===== src/rtl/rbs_pkg.sv =====
package rbs_pkg;
  typedef enum logic [2:0] {
    OP_ADD   = 3'd0,
    OP_SUB   = 3'd1,
    OP_MUL   = 3'd2,
    OP_DIV   = 3'd3,
    OP_LOAD  = 3'd4,
    OP_STORE = 3'd5
  } op_e;

  localparam int RANK_W = 3;

  function automatic logic op_known(input logic [2:0] op);
    return op <= 3'd5;
  endfunction

  // bus priority, larger wins
  function automatic logic [RANK_W-1:0] op_rank(input logic [2:0] op);
    case (op)
      OP_LOAD:  return 3'd5;
      OP_STORE: return 3'd4;
      OP_DIV:   return 3'd3;
      OP_MUL:   return 3'd2;
      OP_SUB:   return 3'd1;
      default:  return 3'd0;
    endcase
  endfunction
endpackage


===== src/rtl/stn_timer.sv =====
module stn_timer #(
  parameter int TAG_W      = 4,
  parameter int DATA_W     = 16,
  parameter int CNT_W      = 4,
  parameter int LAT_LDST   = 1,
  parameter int LAT_ADDSUB = 2,
  parameter int LAT_MUL    = 4,
  parameter int LAT_DIV    = 10
) (
  input  logic              clk_i,
  input  logic              rst_ni,
  input  logic              start_i,
  input  logic [2:0]        op_i,
  input  logic [TAG_W-1:0]  tag_i,
  input  logic [DATA_W-1:0] val_i,
  input  logic              grant_i,
  output logic              done_o,
  output logic [2:0]        op_o,
  output logic [TAG_W-1:0]  tag_o,
  output logic [DATA_W-1:0] val_o
);
  import rbs_pkg::*;

  logic              busy_q;
  logic [CNT_W-1:0]  cnt_q;
  logic [2:0]        op_q;
  logic [TAG_W-1:0]  tag_q;
  logic [DATA_W-1:0] val_q;
  logic [CNT_W-1:0]  load_cnt;
  logic              accept;

  always_comb begin
    case (op_i)
      OP_LOAD, OP_STORE: load_cnt = CNT_W'(LAT_LDST - 1);
      OP_ADD, OP_SUB:    load_cnt = CNT_W'(LAT_ADDSUB - 1);
      OP_MUL:            load_cnt = CNT_W'(LAT_MUL - 1);
      default:           load_cnt = CNT_W'(LAT_DIV - 1);
    endcase
  end

  // a station freed this cycle may restart at once
  assign accept = start_i && op_known(op_i) && (!busy_q || grant_i);

  always_ff @(posedge clk_i or negedge rst_ni) begin
    if (!rst_ni) begin
      busy_q <= 1'b0;
      cnt_q  <= '0;
      op_q   <= '0;
      tag_q  <= '0;
      val_q  <= '0;
    end else if (accept) begin
      busy_q <= 1'b1;
      cnt_q  <= load_cnt;
      op_q   <= op_i;
      tag_q  <= tag_i;
      val_q  <= val_i;
    end else if (grant_i) begin
      busy_q <= 1'b0;
    end else if (busy_q && cnt_q != '0) begin
      cnt_q  <= cnt_q - 1'b1;
    end
  end

  assign done_o = busy_q && (cnt_q == '0);
  assign op_o   = op_q;
  assign tag_o  = tag_q;
  assign val_o  = val_q;


  grant_on_done_chk: assert property (@(posedge clk_i) disable iff (!rst_ni)
    grant_i |-> done_o);

  hold_result_chk: assert property (@(posedge clk_i) disable iff (!rst_ni)
    (done_o && !grant_i) |=> (done_o && $stable(tag_o) && $stable(val_o)));

  busy_ignore_chk: assert property (@(posedge clk_i) disable iff (!rst_ni)
    (busy_q && !grant_i) |=> ($stable(tag_o) && $stable(op_o)));
endmodule


===== src/rtl/bus_pick.sv =====
module bus_pick #(
  parameter int N_STN = 6,
  parameter int IDX_W = 3
) (
  input  logic                   clk_i,
  input  logic                   rst_ni,
  input  logic [N_STN-1:0]       req_i,
  input  logic [N_STN-1:0][2:0]  rank_i,
  output logic [N_STN-1:0]       grant_o,
  output logic [IDX_W-1:0]       win_o,
  output logic                   any_o
);
  logic [2:0] best;

  always_comb begin
    best  = '0;
    win_o = '0;
    any_o = 1'b0;
    // strict compare keeps the lower index on a tie
    for (int i = 0; i < N_STN; i++) begin
      if (req_i[i] && (!any_o || rank_i[i] > best)) begin
        best  = rank_i[i];
        win_o = IDX_W'(i);
        any_o = 1'b1;
      end
    end
    grant_o = any_o ? (N_STN'(1) << win_o) : '0;
  end


  one_grant_chk: assert property (@(posedge clk_i) disable iff (!rst_ni)
    $onehot0(grant_o));

  for (genvar j = 0; j < N_STN; j++) begin : g_chk

    prio_chk: assert property (@(posedge clk_i) disable iff (!rst_ni)
      req_i[j] |-> (any_o && rank_i[j] <= rank_i[win_o]));

    tie_chk: assert property (@(posedge clk_i) disable iff (!rst_ni)
      (req_i[j] && rank_i[j] == rank_i[win_o]) |-> (IDX_W'(j) >= win_o));
  end
endmodule


===== src/rtl/result_bus_sched.sv =====
module result_bus_sched #(
  parameter int N_STN      = 6,
  parameter int TAG_W      = 4,
  parameter int DATA_W     = 16,
  parameter int LAT_LDST   = 1,
  parameter int LAT_ADDSUB = 2,
  parameter int LAT_MUL    = 4,
  parameter int LAT_DIV    = 10
) (
  input  logic                          clk_i,
  input  logic                          rst_ni,
  input  logic [N_STN-1:0]              start_i,
  input  logic [N_STN-1:0][2:0]         op_i,
  input  logic [N_STN-1:0][TAG_W-1:0]   tag_i,
  input  logic [N_STN-1:0][DATA_W-1:0]  val_i,
  output logic                          bus_valid_o,
  output logic [TAG_W-1:0]              bus_tag_o,
  output logic [DATA_W-1:0]             bus_val_o,
  output logic [N_STN-1:0]              done_o,
  output logic [N_STN-1:0]              free_o
);
  import rbs_pkg::*;

  localparam int IDX_W   = (N_STN > 1) ? $clog2(N_STN) : 1;
  localparam int LAT_M1  = (LAT_LDST > LAT_ADDSUB) ? LAT_LDST : LAT_ADDSUB;
  localparam int LAT_M2  = (LAT_MUL > LAT_DIV) ? LAT_MUL : LAT_DIV;
  localparam int LAT_MAX = (LAT_M1 > LAT_M2) ? LAT_M1 : LAT_M2;
  localparam int CNT_W   = (LAT_MAX > 1) ? $clog2(LAT_MAX) : 1;

  logic [N_STN-1:0][2:0]        op_q;
  logic [N_STN-1:0][2:0]        rank;
  logic [N_STN-1:0][TAG_W-1:0]  tag_q;
  logic [N_STN-1:0][DATA_W-1:0] val_q;
  logic [N_STN-1:0]             grant;
  logic [IDX_W-1:0]             win;
  logic                         any;

  for (genvar i = 0; i < N_STN; i++) begin : g_stn
    stn_timer #(
      .TAG_W(TAG_W), .DATA_W(DATA_W), .CNT_W(CNT_W),
      .LAT_LDST(LAT_LDST), .LAT_ADDSUB(LAT_ADDSUB),
      .LAT_MUL(LAT_MUL), .LAT_DIV(LAT_DIV)
    ) u_timer (
      .clk_i   (clk_i),
      .rst_ni  (rst_ni),
      .start_i (start_i[i]),
      .op_i    (op_i[i]),
      .tag_i   (tag_i[i]),
      .val_i   (val_i[i]),
      .grant_i (grant[i]),
      .done_o  (done_o[i]),
      .op_o    (op_q[i]),
      .tag_o   (tag_q[i]),
      .val_o   (val_q[i])
    );
    assign rank[i] = op_rank(op_q[i]);
  end

  bus_pick #(.N_STN(N_STN), .IDX_W(IDX_W)) u_pick (
    .clk_i   (clk_i),
    .rst_ni  (rst_ni),
    .req_i   (done_o),
    .rank_i  (rank),
    .grant_o (grant),
    .win_o   (win),
    .any_o   (any)
  );

  assign bus_valid_o = any;
  assign bus_tag_o   = any ? tag_q[win] : '0;
  assign bus_val_o   = any ? val_q[win] : '0;
  assign free_o      = grant;


  bus_idle_chk: assert property (@(posedge clk_i) disable iff (!rst_ni)
    bus_valid_o == (|done_o));

  bus_owner_chk: assert property (@(posedge clk_i) disable iff (!rst_ni)
    bus_valid_o |-> (free_o != '0));
endmodule


===== config.mk =====
export PLATFORM = sky130hd
export DESIGN_NAME = result_bus_sched
export DESIGN_NICKNAME = d
export VERILOG_FILES = /design/src/rtl/rbs_pkg.sv /design/src/rtl/stn_timer.sv /design/src/rtl/bus_pick.sv /design/src/rtl/result_bus_sched.sv
export SDC_FILE = /design/constraint.sdc
export NUM_CORES = 1
export LEC_CHECK = 0
export CAP_MARGIN = 20
export CORE_UTILIZATION = 56
export CTS_CLUSTER_DIAMETER = 200
export CTS_CLUSTER_SIZE = 10
export DETAILED_ROUTE_END_ITERATION = 10
export MAX_ROUTING_LAYER = met4
export PLACE_DENSITY = 0.86
export SKIP_LAST_GASP = 1
export SYNTH_ARGS = -nofsm -noshare
export SYNTH_HDL_FRONTEND = slang
export SYNTH_SLANG_ARGS = --single-unit

===== constraint.sdc =====
create_clock -name clk_i -period 32.6 [get_ports clk_i]
set_input_delay 9.78 -clock clk_i [delete_from_list [all_inputs] [get_ports clk_i]]
set_output_delay 9.78 -clock clk_i [all_outputs]
set_load 0.01 [all_outputs]

==> results of run 1 <==
[cell families after synthesis]
logic type | after synthesis
AOI/OAI and AO/OA | 201
xor gates and xnor gates | 8
adders and majority gates | 22
buffers and inverters | 90
DFF | 168
muxes | 95
and+or+nand+nor | 336
[final timing paths]
path                                            start                         end  slack, ns  depth (start not counted)
min reg2reg                g_stn[0].u_timer.val_o[14]  g_stn[0].u_timer.val_o[14]       0.47                          2
min                        g_stn[0].u_timer.val_o[14]  g_stn[0].u_timer.val_o[14]       0.47                          2
max                         g_stn[0].u_timer.cnt_q[0]                bus_val_o[1]      11.25                         38
max reg2reg                 g_stn[0].u_timer.cnt_q[0]   g_stn[5].u_timer.cnt_q[3]      21.76                         35
min in group asynchronous                      rst_ni   g_stn[1].u_timer.tag_o[2]       9.43                          1
max in group asynchronous                      rst_ni  g_stn[1].u_timer.val_o[11]      21.75                          2
[metrics by stage]
step / utilization (%) / cells / power (mW) / setup WS [ns]
floorplan: - / 920 / 0.880 / 14.06
global placement: 68.8 / 1269 / 1.13 / 12.19
detailed placement: 68.8 / 1270 / 1.16 / 11.91
CTS: 72.8 / 1302 / 1.38 / 11.37
global route: 73.1 / 1304 / 1.49 / 10.52
finish: 73.1 / 1304 / 1.39 / 11.25
[layout by cell type (no fill, tap or decap), types with 3 or more instances in the layout]
cell type / n
sky130_fd_sc_hd__nand2_1: 206
sky130_fd_sc_hd__clkdlybuf4s50_1: 177
sky130_fd_sc_hd__dfrtp_1: 168
sky130_fd_sc_hd__nor2_1: 57
sky130_fd_sc_hd__o21ai_0: 55
sky130_fd_sc_hd__mux2_2: 41
sky130_fd_sc_hd__a21oi_1: 34
sky130_fd_sc_hd__inv_1: 33
sky130_fd_sc_hd__mux2_1: 31
sky130_fd_sc_hd__a311oi_1: 22
sky130_fd_sc_hd__ha_1: 22
sky130_fd_sc_hd__a22oi_1: 20
sky130_fd_sc_hd__mux2_4: 18
sky130_fd_sc_hd__clkbuf_16: 17
sky130_fd_sc_hd__nor3_1: 10
sky130_fd_sc_hd__a21o_1: 9
sky130_fd_sc_hd__nand3_1: 8
sky130_fd_sc_hd__buf_4: 8
sky130_fd_sc_hd__nand2b_1: 7
sky130_fd_sc_hd__o22a_1: 7
sky130_fd_sc_hd__and3_1: 6
sky130_fd_sc_hd__nor2b_1: 6
sky130_fd_sc_hd__xnor2_1: 6
sky130_fd_sc_hd__mux2i_1: 5
sky130_fd_sc_hd__nand3b_1: 5
sky130_fd_sc_hd__o22ai_1: 5
sky130_fd_sc_hd__inv_2: 4
sky130_fd_sc_hd__o21ai_1: 4
sky130_fd_sc_hd__a32o_1: 4
sky130_fd_sc_hd__inv_8: 4
sky130_fd_sc_hd__inv_6: 4
sky130_fd_sc_hd__o21a_1: 3
sky130_fd_sc_hd__and2_1: 3
sky130_fd_sc_hd__a21oi_2: 3
sky130_fd_sc_hd__a211oi_1: 3
sky130_fd_sc_hd__o2bb2ai_1: 3
sky130_fd_sc_hd__a31oi_1: 3
sky130_fd_sc_hd__bufinv_16: 3
sky130_fd_sc_hd__clkinvlp_4: 3
[synth_stat cells (4+ instances only)]
library cell and n:
sky130_fd_sc_hd__mux2_4 18, sky130_fd_sc_hd__o22ai_1 5, sky130_fd_sc_hd__inv_2 4, sky130_fd_sc_hd__a21o_1 9
sky130_fd_sc_hd__clkbuf_1 26, sky130_fd_sc_hd__nor3_1 10, sky130_fd_sc_hd__a31oi_1 4, sky130_fd_sc_hd__nor2b_1 6
sky130_fd_sc_hd__o21ai_0 56, sky130_fd_sc_hd__nand3b_1 5, sky130_fd_sc_hd__a21oi_1 37, sky130_fd_sc_hd__and3_1 6
sky130_fd_sc_hd__buf_4 14, sky130_fd_sc_hd__buf_2 9, sky130_fd_sc_hd__dfrtp_1 168, sky130_fd_sc_hd__o21ai_1 4
sky130_fd_sc_hd__a311oi_1 22, sky130_fd_sc_hd__nor2_1 57, sky130_fd_sc_hd__nand2b_1 7, sky130_fd_sc_hd__o22a_1 7
sky130_fd_sc_hd__a22oi_1 20, sky130_fd_sc_hd__xnor2_1 6, sky130_fd_sc_hd__a32o_1 4, sky130_fd_sc_hd__nand3_1 8
sky130_fd_sc_hd__mux2_1 31, sky130_fd_sc_hd__nand2_1 206, sky130_fd_sc_hd__ha_1 22, sky130_fd_sc_hd__mux2_2 41
sky130_fd_sc_hd__inv_1 33, sky130_fd_sc_hd__mux2i_1 5
[sequential cells by signal, summed over array words and instances (netlist names)]
name,flops
g_stn.u_timer.op_o,18
g_stn.u_timer.val_o,96
g_stn.u_timer.busy_q,6
g_stn.u_timer.cnt_q,24
g_stn.u_timer.tag_o,24
[layout make-up]
cell class | instances | area [sq um] | share of cell area [%]
clock buffer | 17 | 425 | 3.68
timing repair buffer | 189 | 1900 | 16.4
sequential | 168 | 4200 | 36.3
clock inverter | 15 | 209 | 1.81
tap | 216 | 270 | 2.34
inverter | 37 | 139 | 1.20
multi-input combinational | 662 | 4430 | 38.3
[worst max-delay path: cells and delay by family, from the launching register on]
kind	cells	cell delay, ns
buffers and inverters	5	1.46
flip-flops	1	0.40
multiplexers	2	0.82
adder cells (fa/ha/maj)	6	1.75
AO/OA/AOI/OAI	17	4.91
AND/OR/NAND/NOR	8	1.77
[power breakdown]
group          switching, mW  internal, mW  leakage [nW]
clock network         0.0931         0.124         0.302
registers             0.0776         0.313          2.02
logic                  0.425         0.361          2.93
total                  0.595         0.798          5.25
[routing by layer]
layer	track usage, %	wire length (um)
met1	38.3	9820
met2	51.9	12100
met3	5.41	1320
met4	19.4	1450
met5	-	0
==> impl_results.rst, run 1 <==
.. list-table::
   :header-rows: 1

   * - Metric
     - Value
   * - Count of flip-flops with a built-in enable after synthesis
     - 0
   * - Required time of the critical path
     - 22.82 ns
   * - Worst setup path class
     - flop to output pin
   * - Number of detailed-route iterations in the first pass
     - 5
   * - Share of final-layout standard cells stronger than drive strength 1
     - 11.9%
   * - Synthesized net count
     - 1088
   * - Flip-flop cell with the highest count after synthesis
     - sky130_fd_sc_hd__dfrtp_1
   * - Area of the mapped netlist
     - 0.00902 sq mm
   * - Maximum level of the CTS H-tree
     - 4
   * - Final setup TNS
     - 0 ns
   * - Slowest cell on the critical path
     - sky130_fd_sc_hd__a211oi_1
   * - Setup violation total in the final timing report
     - 0
   * - Number of buffers between clock root and the deepest sink
     - 2
   * - Total via count after detailed routing
     - 7680
   * - Proportion of synthesized flip-flops having asynchronous set or reset
     - 100%
   * - Initial core utilization
     - 57.0%
   * - Cell types occupying the most area after synthesis
     - sky130_fd_sc_hd__dfrtp_1, sky130_fd_sc_hd__nand2_1, sky130_fd_sc_hd__mux2_2
   * - Fraction of post-synthesis cell area in the top cell type by area
     - 46.6%
   * - Post-route DRC violation count
     - 0
   * - Status
     - finished, final reports clean
   * - Root Driver
     - sky130_fd_sc_hd__clkbuf_16
   * - Residual overflow from global routing
     - 0
   * - Number of nets in the layout
     - 1243
   * - Slew Limit Headroom
     - 35.1%
   * - Leak Pwr
     - 5.25 nW
   * - Count of filler cells inserted in the layout
     - 1096
   * - Number of primary I/O pins
     - 179
   * - Floorplan core area
     - 0.0158 sq mm
   * - Simple-gate share of the synthesized area
     - 17.1%
   * - Weighted congestion at the end of routability-driven global placement
     - 0.953
   * - Clock tree from TritonCTS
     - yes
   * - Number of nets with antenna violations after routing
     - 0
   * - Final worst path period need
     - 21.35 ns
   * - Area growth syn-to-layout
     - 28.2%
   * - Number of distinct library cells after synthesis
     - 72
   * - Worst EP arrival
     - 11.57 ns
   * - Transition at the pin with the smallest max-transition slack
     - 0.970 ns
   * - Clock slew at reported path FFs
     - 0.07 ns
   * - Number of slew-limit violations in the final report
     - 0
   * - Die footprint
     - 0.0166 sq mm
   * - Share of the synthesized area in compound gates (AO/OA/AOI/OAI)
     - 15.3%
   * - First-pass GRT wire length
     - 39200 um
   * - Count of final hold-check violations
     - 0
   * - Xor and xnor area share after synthesis
     - 0.776%
   * - Total clock sinks
     - 168
   * - Multiplexer fraction of the synthesized cell area
     - 12.5%
   * - Count of buffers inserted at the top-level ports
     - 178
   * - Width of the die
     - 129 um
   * - Height of the chip
     - 129 um
   * - Placed cell area
     - 0.0109 sq mm
   * - Post-route cell area
     - 0.0116 sq mm
   * - PD cells
     - 120 mW/mm^2
   * - Portion of the clock cycle consumed by the worst path in the final layout
     - 65.5%
   * - Proportion of synthesized chip area in sequential cells
     - 46.6%
   * - Final HPWL DP
     - 18100 um
   * - Avg WL per Cell
     - 18.9 um
   * - Row count
     - 46
   * - Kind of launch point of the worst setup path
     - flop
   * - Tightest hold margin
     - 0.474 ns
   * - Setup repair after global routing missed its margin
     - no
   * - Library cell appearing most often on the critical path
     - sky130_fd_sc_hd__ha_1
   * - Max-cap viol count
     - 0
   * - Setup skew after layout
     - 0.0122 ns
   * - VDD IR-drop max
     - 0.0884 mV
   * - Quantity of gates resized following cts
     - 0
   * - Main combinational cell family by area after synthesis
     - simple AND/OR/NAND/NOR gates
   * - Total clock buffers created by CTS
     - 17
   * - Antenna violations before repair
     - 0
   * - Synthesized area divided by synthesized cell count
     - 9.81 sq um
   * - Setup fix buffers added after clock tree synthesis
     - 0
   * - Synthesized netlist cell count
     - 920
   * - Count of synthesis-stage warnings from yosys
     - 0
   * - Adder-Cell Fraction of Synth Area
     - 3.05%
   * - Iteration-0 DRC Markers
     - 632
   * - Worst-path fanout max
     - 28
   * - Post-synthesis register bit count
     - 168
   * - Capturing element type of the critical path
     - output pin
   * - Fmax
     - 46.8 MHz
   * - Clock latency reported for the late side of the worst-skew pair
     - 0.44 ns
   * - Cell accounting for the most synthesized area
     - sky130_fd_sc_hd__dfrtp_1
   * - Via-to-Cell Ratio
     - 5.89
   * - Diodes inserted
     - 0
   * - Number of global-route vias before repair
     - 7818
   * - GRT Util Overall
     - 32.4%
   * - Maximum number of pins on one net before global-route repair
     - 99
   * - Routed WL
     - 24700 um
   * - Kind of path behind the tightest hold check
     - flop to flop
   * - Count of hold buffers inserted by post-cts repair
     - 0
   * - Peak per-stage delay on the critical path
     - 0.72 ns
No activity file was read; power rests on OpenSTA's default activity.
==> run 2: changes to the inputs <==
- CORE_UTILIZATION: 56 -> 52
- PLACE_DENSITY: 0.86 -> 0.8
- clock period: 32.6 -> 20.2 ns (I/O delays scaled with it)
==> impl_results.rst, run 2 (synthesis gave the netlist of run 1 again) <==
.. list-table::
   :header-rows: 1

   * - Metric
     - Value
   * - Status
     - finished, final reports clean
   * - Max-cap viol count
     - 0
   * - Number of nets with antenna violations after routing
     - 0
   * - Number of nets in the layout
     - 1244
   * - Number of slew-limit violations in the final report
     - 0
   * - Most common library cell in the layout ignoring fill and taps
     - sky130_fd_sc_hd__nand2_1
   * - Part of the power in combinational logic
     - 56.8%
   * - Clock latency reported for the late side of the worst-skew pair
     - 0.43 ns
   * - Max FFs per register
     - 96
   * - Residual overflow from global routing
     - 0
   * - Portion of the clock cycle consumed by the worst path in the final layout
     - 86.6%
   * - Net switching share of the total power
     - 42.7%
   * - Final worst path period need
     - 17.49 ns
   * - Count of hold buffers inserted by post-cts repair
     - 0
   * - Via-to-Cell Ratio
     - 5.76
   * - Count of buffers inserted at the top-level ports
     - 178
   * - Number of detailed-route iterations in the first pass
     - 5
   * - Post-route DRC violation count
     - 0
   * - Setup repair after global routing missed its margin
     - no
   * - Commonest cells after routing, fill and taps aside
     - sky130_fd_sc_hd__nand2_1, sky130_fd_sc_hd__clkdlybuf4s50_1, sky130_fd_sc_hd__dfrtp_1, sky130_fd_sc_hd__nor2_1, sky130_fd_sc_hd__o21ai_0
   * - Count of final hold-check violations
     - 0
   * - Avg WL per Cell
     - 18.8 um
   * - Die footprint
     - 0.0179 sq mm
   * - Slew Limit Headroom
     - 34.2%
   * - Iteration-0 DRC Markers
     - 558
   * - Root Driver
     - sky130_fd_sc_hd__clkbuf_16
   * - Routed WL
     - 24600 um
   * - Required time of the critical path
     - 14.14 ns
   * - Row count
     - 47
   * - Total clock buffers created by CTS
     - 17
   * - Height of the chip
     - 134 um
   * - Weighted congestion at the end of routability-driven global placement
     - 0.913
   * - Total via count after detailed routing
     - 7555
   * - Floorplan core area
     - 0.0168 sq mm
   * - Library cell appearing most often on the critical path
     - sky130_fd_sc_hd__ha_1
   * - PD cells
     - 192 mW/mm^2
   * - Setup violation total in the final timing report
     - 0
   * - Number of primary I/O pins
     - 179
   * - Slowest cell on the critical path
     - sky130_fd_sc_hd__a211oi_1
   * - Final setup TNS
     - 0 ns
   * - Fmax
     - 57.2 MHz
   * - Post-route cell area
     - 0.0115 sq mm
   * - Register-to-Register Setup Slack
     - 9.50 ns
   * - Kind of launch point of the worst setup path
     - flop
   * - Maximum number of pins on one net before global-route repair
     - 94
   * - Worst EP arrival
     - 11.43 ns
   * - Number of global-route vias before repair
     - 7610
   * - Count of filler cells inserted in the layout
     - 1286
   * - Final HPWL DP
     - 17900 um
   * - Kind of path behind the tightest hold check
     - flop to flop
   * - VDD IR-drop max
     - 0.111 mV
   * - GRT Util Overall
     - 30.0%
   * - Clock network power share
     - 14.5%
   * - Switching power
     - 0.941 mW
   * - Maximum level of the CTS H-tree
     - 4
   * - Quantity of gates resized following cts
     - 0
   * - Clock tree from TritonCTS
     - yes
   * - Capturing element type of the critical path
     - output pin
   * - Internal Pwr Total
     - 1.26 mW
   * - Leak Pwr
     - 5.22 nW
   * - Transition at the pin with the smallest max-transition slack
     - 0.987 ns
   * - Antenna violations before repair
     - 2
   * - Initial core utilization
     - 53.8%
   * - Worst-path fanout max
     - 28
   * - Placed cell area
     - 0.0109 sq mm
   * - Setup fix buffers added after clock tree synthesis
     - 0
   * - Sequential share of power
     - 28.7%
   * - Setup skew after layout
     - 0.00954 ns
   * - Total clock sinks
     - 168
   * - Number of buffers between clock root and the deepest sink
     - 2
   * - Peak per-stage delay on the critical path
     - 0.69 ns
   * - First-pass GRT wire length
     - 39500 um
   * - Worst setup path class
     - flop to output pin
   * - Clock slew at reported path FFs
     - 0.06 ns
   * - Share of final-layout standard cells stronger than drive strength 1
     - 11.8%
   * - Width of the die
     - 134 um
   * - Area growth syn-to-layout
     - 27.6%
## run 2: path summary, 6_finish.rpt
path | depth (start not counted) | startpoint | endpoint
min reg2reg | 2 | g_stn[0].u_timer.val_o[11] | g_stn[0].u_timer.val_o[11]
max | 38 | g_stn[0].u_timer.cnt_q[0] | bus_val_o[1]
min in group asynchronous | 1 | rst_ni | g_stn[1].u_timer.val_o[2]
max reg2reg | 36 | g_stn[0].u_timer.cnt_q[0] | g_stn[5].u_timer.cnt_q[3]
max in group asynchronous | 2 | rst_ni | g_stn[0].u_timer.val_o[10]
min | 2 | g_stn[0].u_timer.val_o[11] | g_stn[0].u_timer.val_o[11]
## run 2: per-layer routing
metal | track usage [%] | share of wire [%] | wire (um) | vias up
met5 | - | 0 | 0 | -
met1 | 36.2 | 41 | 10100 | 3677
met3 | 4.76 | 5.3 | 1300 | 73
met2 | 47.7 | 49 | 12000 | 276
li1 | - | - | - | 3529
met4 | 17.5 | 4.7 | 1170 | 0
## run 2: power by group through the flow
stage	logic [mW]	registers (mW)	clock network, mW
final	1.25	0.632	0.320
after global routing	1.37	0.649	0.338
after CTS	1.24	0.629	0.324
after detailed placement	1.23	0.630	0
after global placement	1.20	0.627	0
after floorplan	0.837	0.583	0
## run 2: cell type report
type / count / area, sq um / area share [%]
Multi-Input combinational cell: 662 / 4420 / 38.4
Clock inverter: 12 / 116 / 1.01
Timing Repair Buffer: 190 / 1890 / 16.4
Tap cell: 220 / 275 / 2.39
Clock buffer: 20 / 457 / 3.97
Inverter: 37 / 139 / 1.21
Antenna cell: 2 / 5.00 / 0.0435
Sequential cell: 168 / 4200 / 36.5
## run 2: worst max-delay path, delay by kind of cell (launching register included)
family	cells	cell delay, ns
mux	3	1.03
fa+ha+maj	6	1.64
buf+inv	6	1.81
compound gates	17	4.69
simple gates	6	1.42
flops	1	0.40
## run 2: per-stage QoR
stage / worst slack, ns / utilization (%) / cells / power, mW / hold slack, ns
global route: 1.83 / 68.7 / 1311 / 2.36 / 0.492
floorplan: 5.38 / - / 920 / 1.42 / 0.440
detailed placement: 3.25 / 65.0 / 1275 / 1.86 / 0.457
finish: 2.71 / 68.7 / 1311 / 2.20 / 0.472
CTS: 2.71 / 68.5 / 1307 / 2.19 / 0.472
global placement: 3.63 / 65.0 / 1275 / 1.83 / 0.452
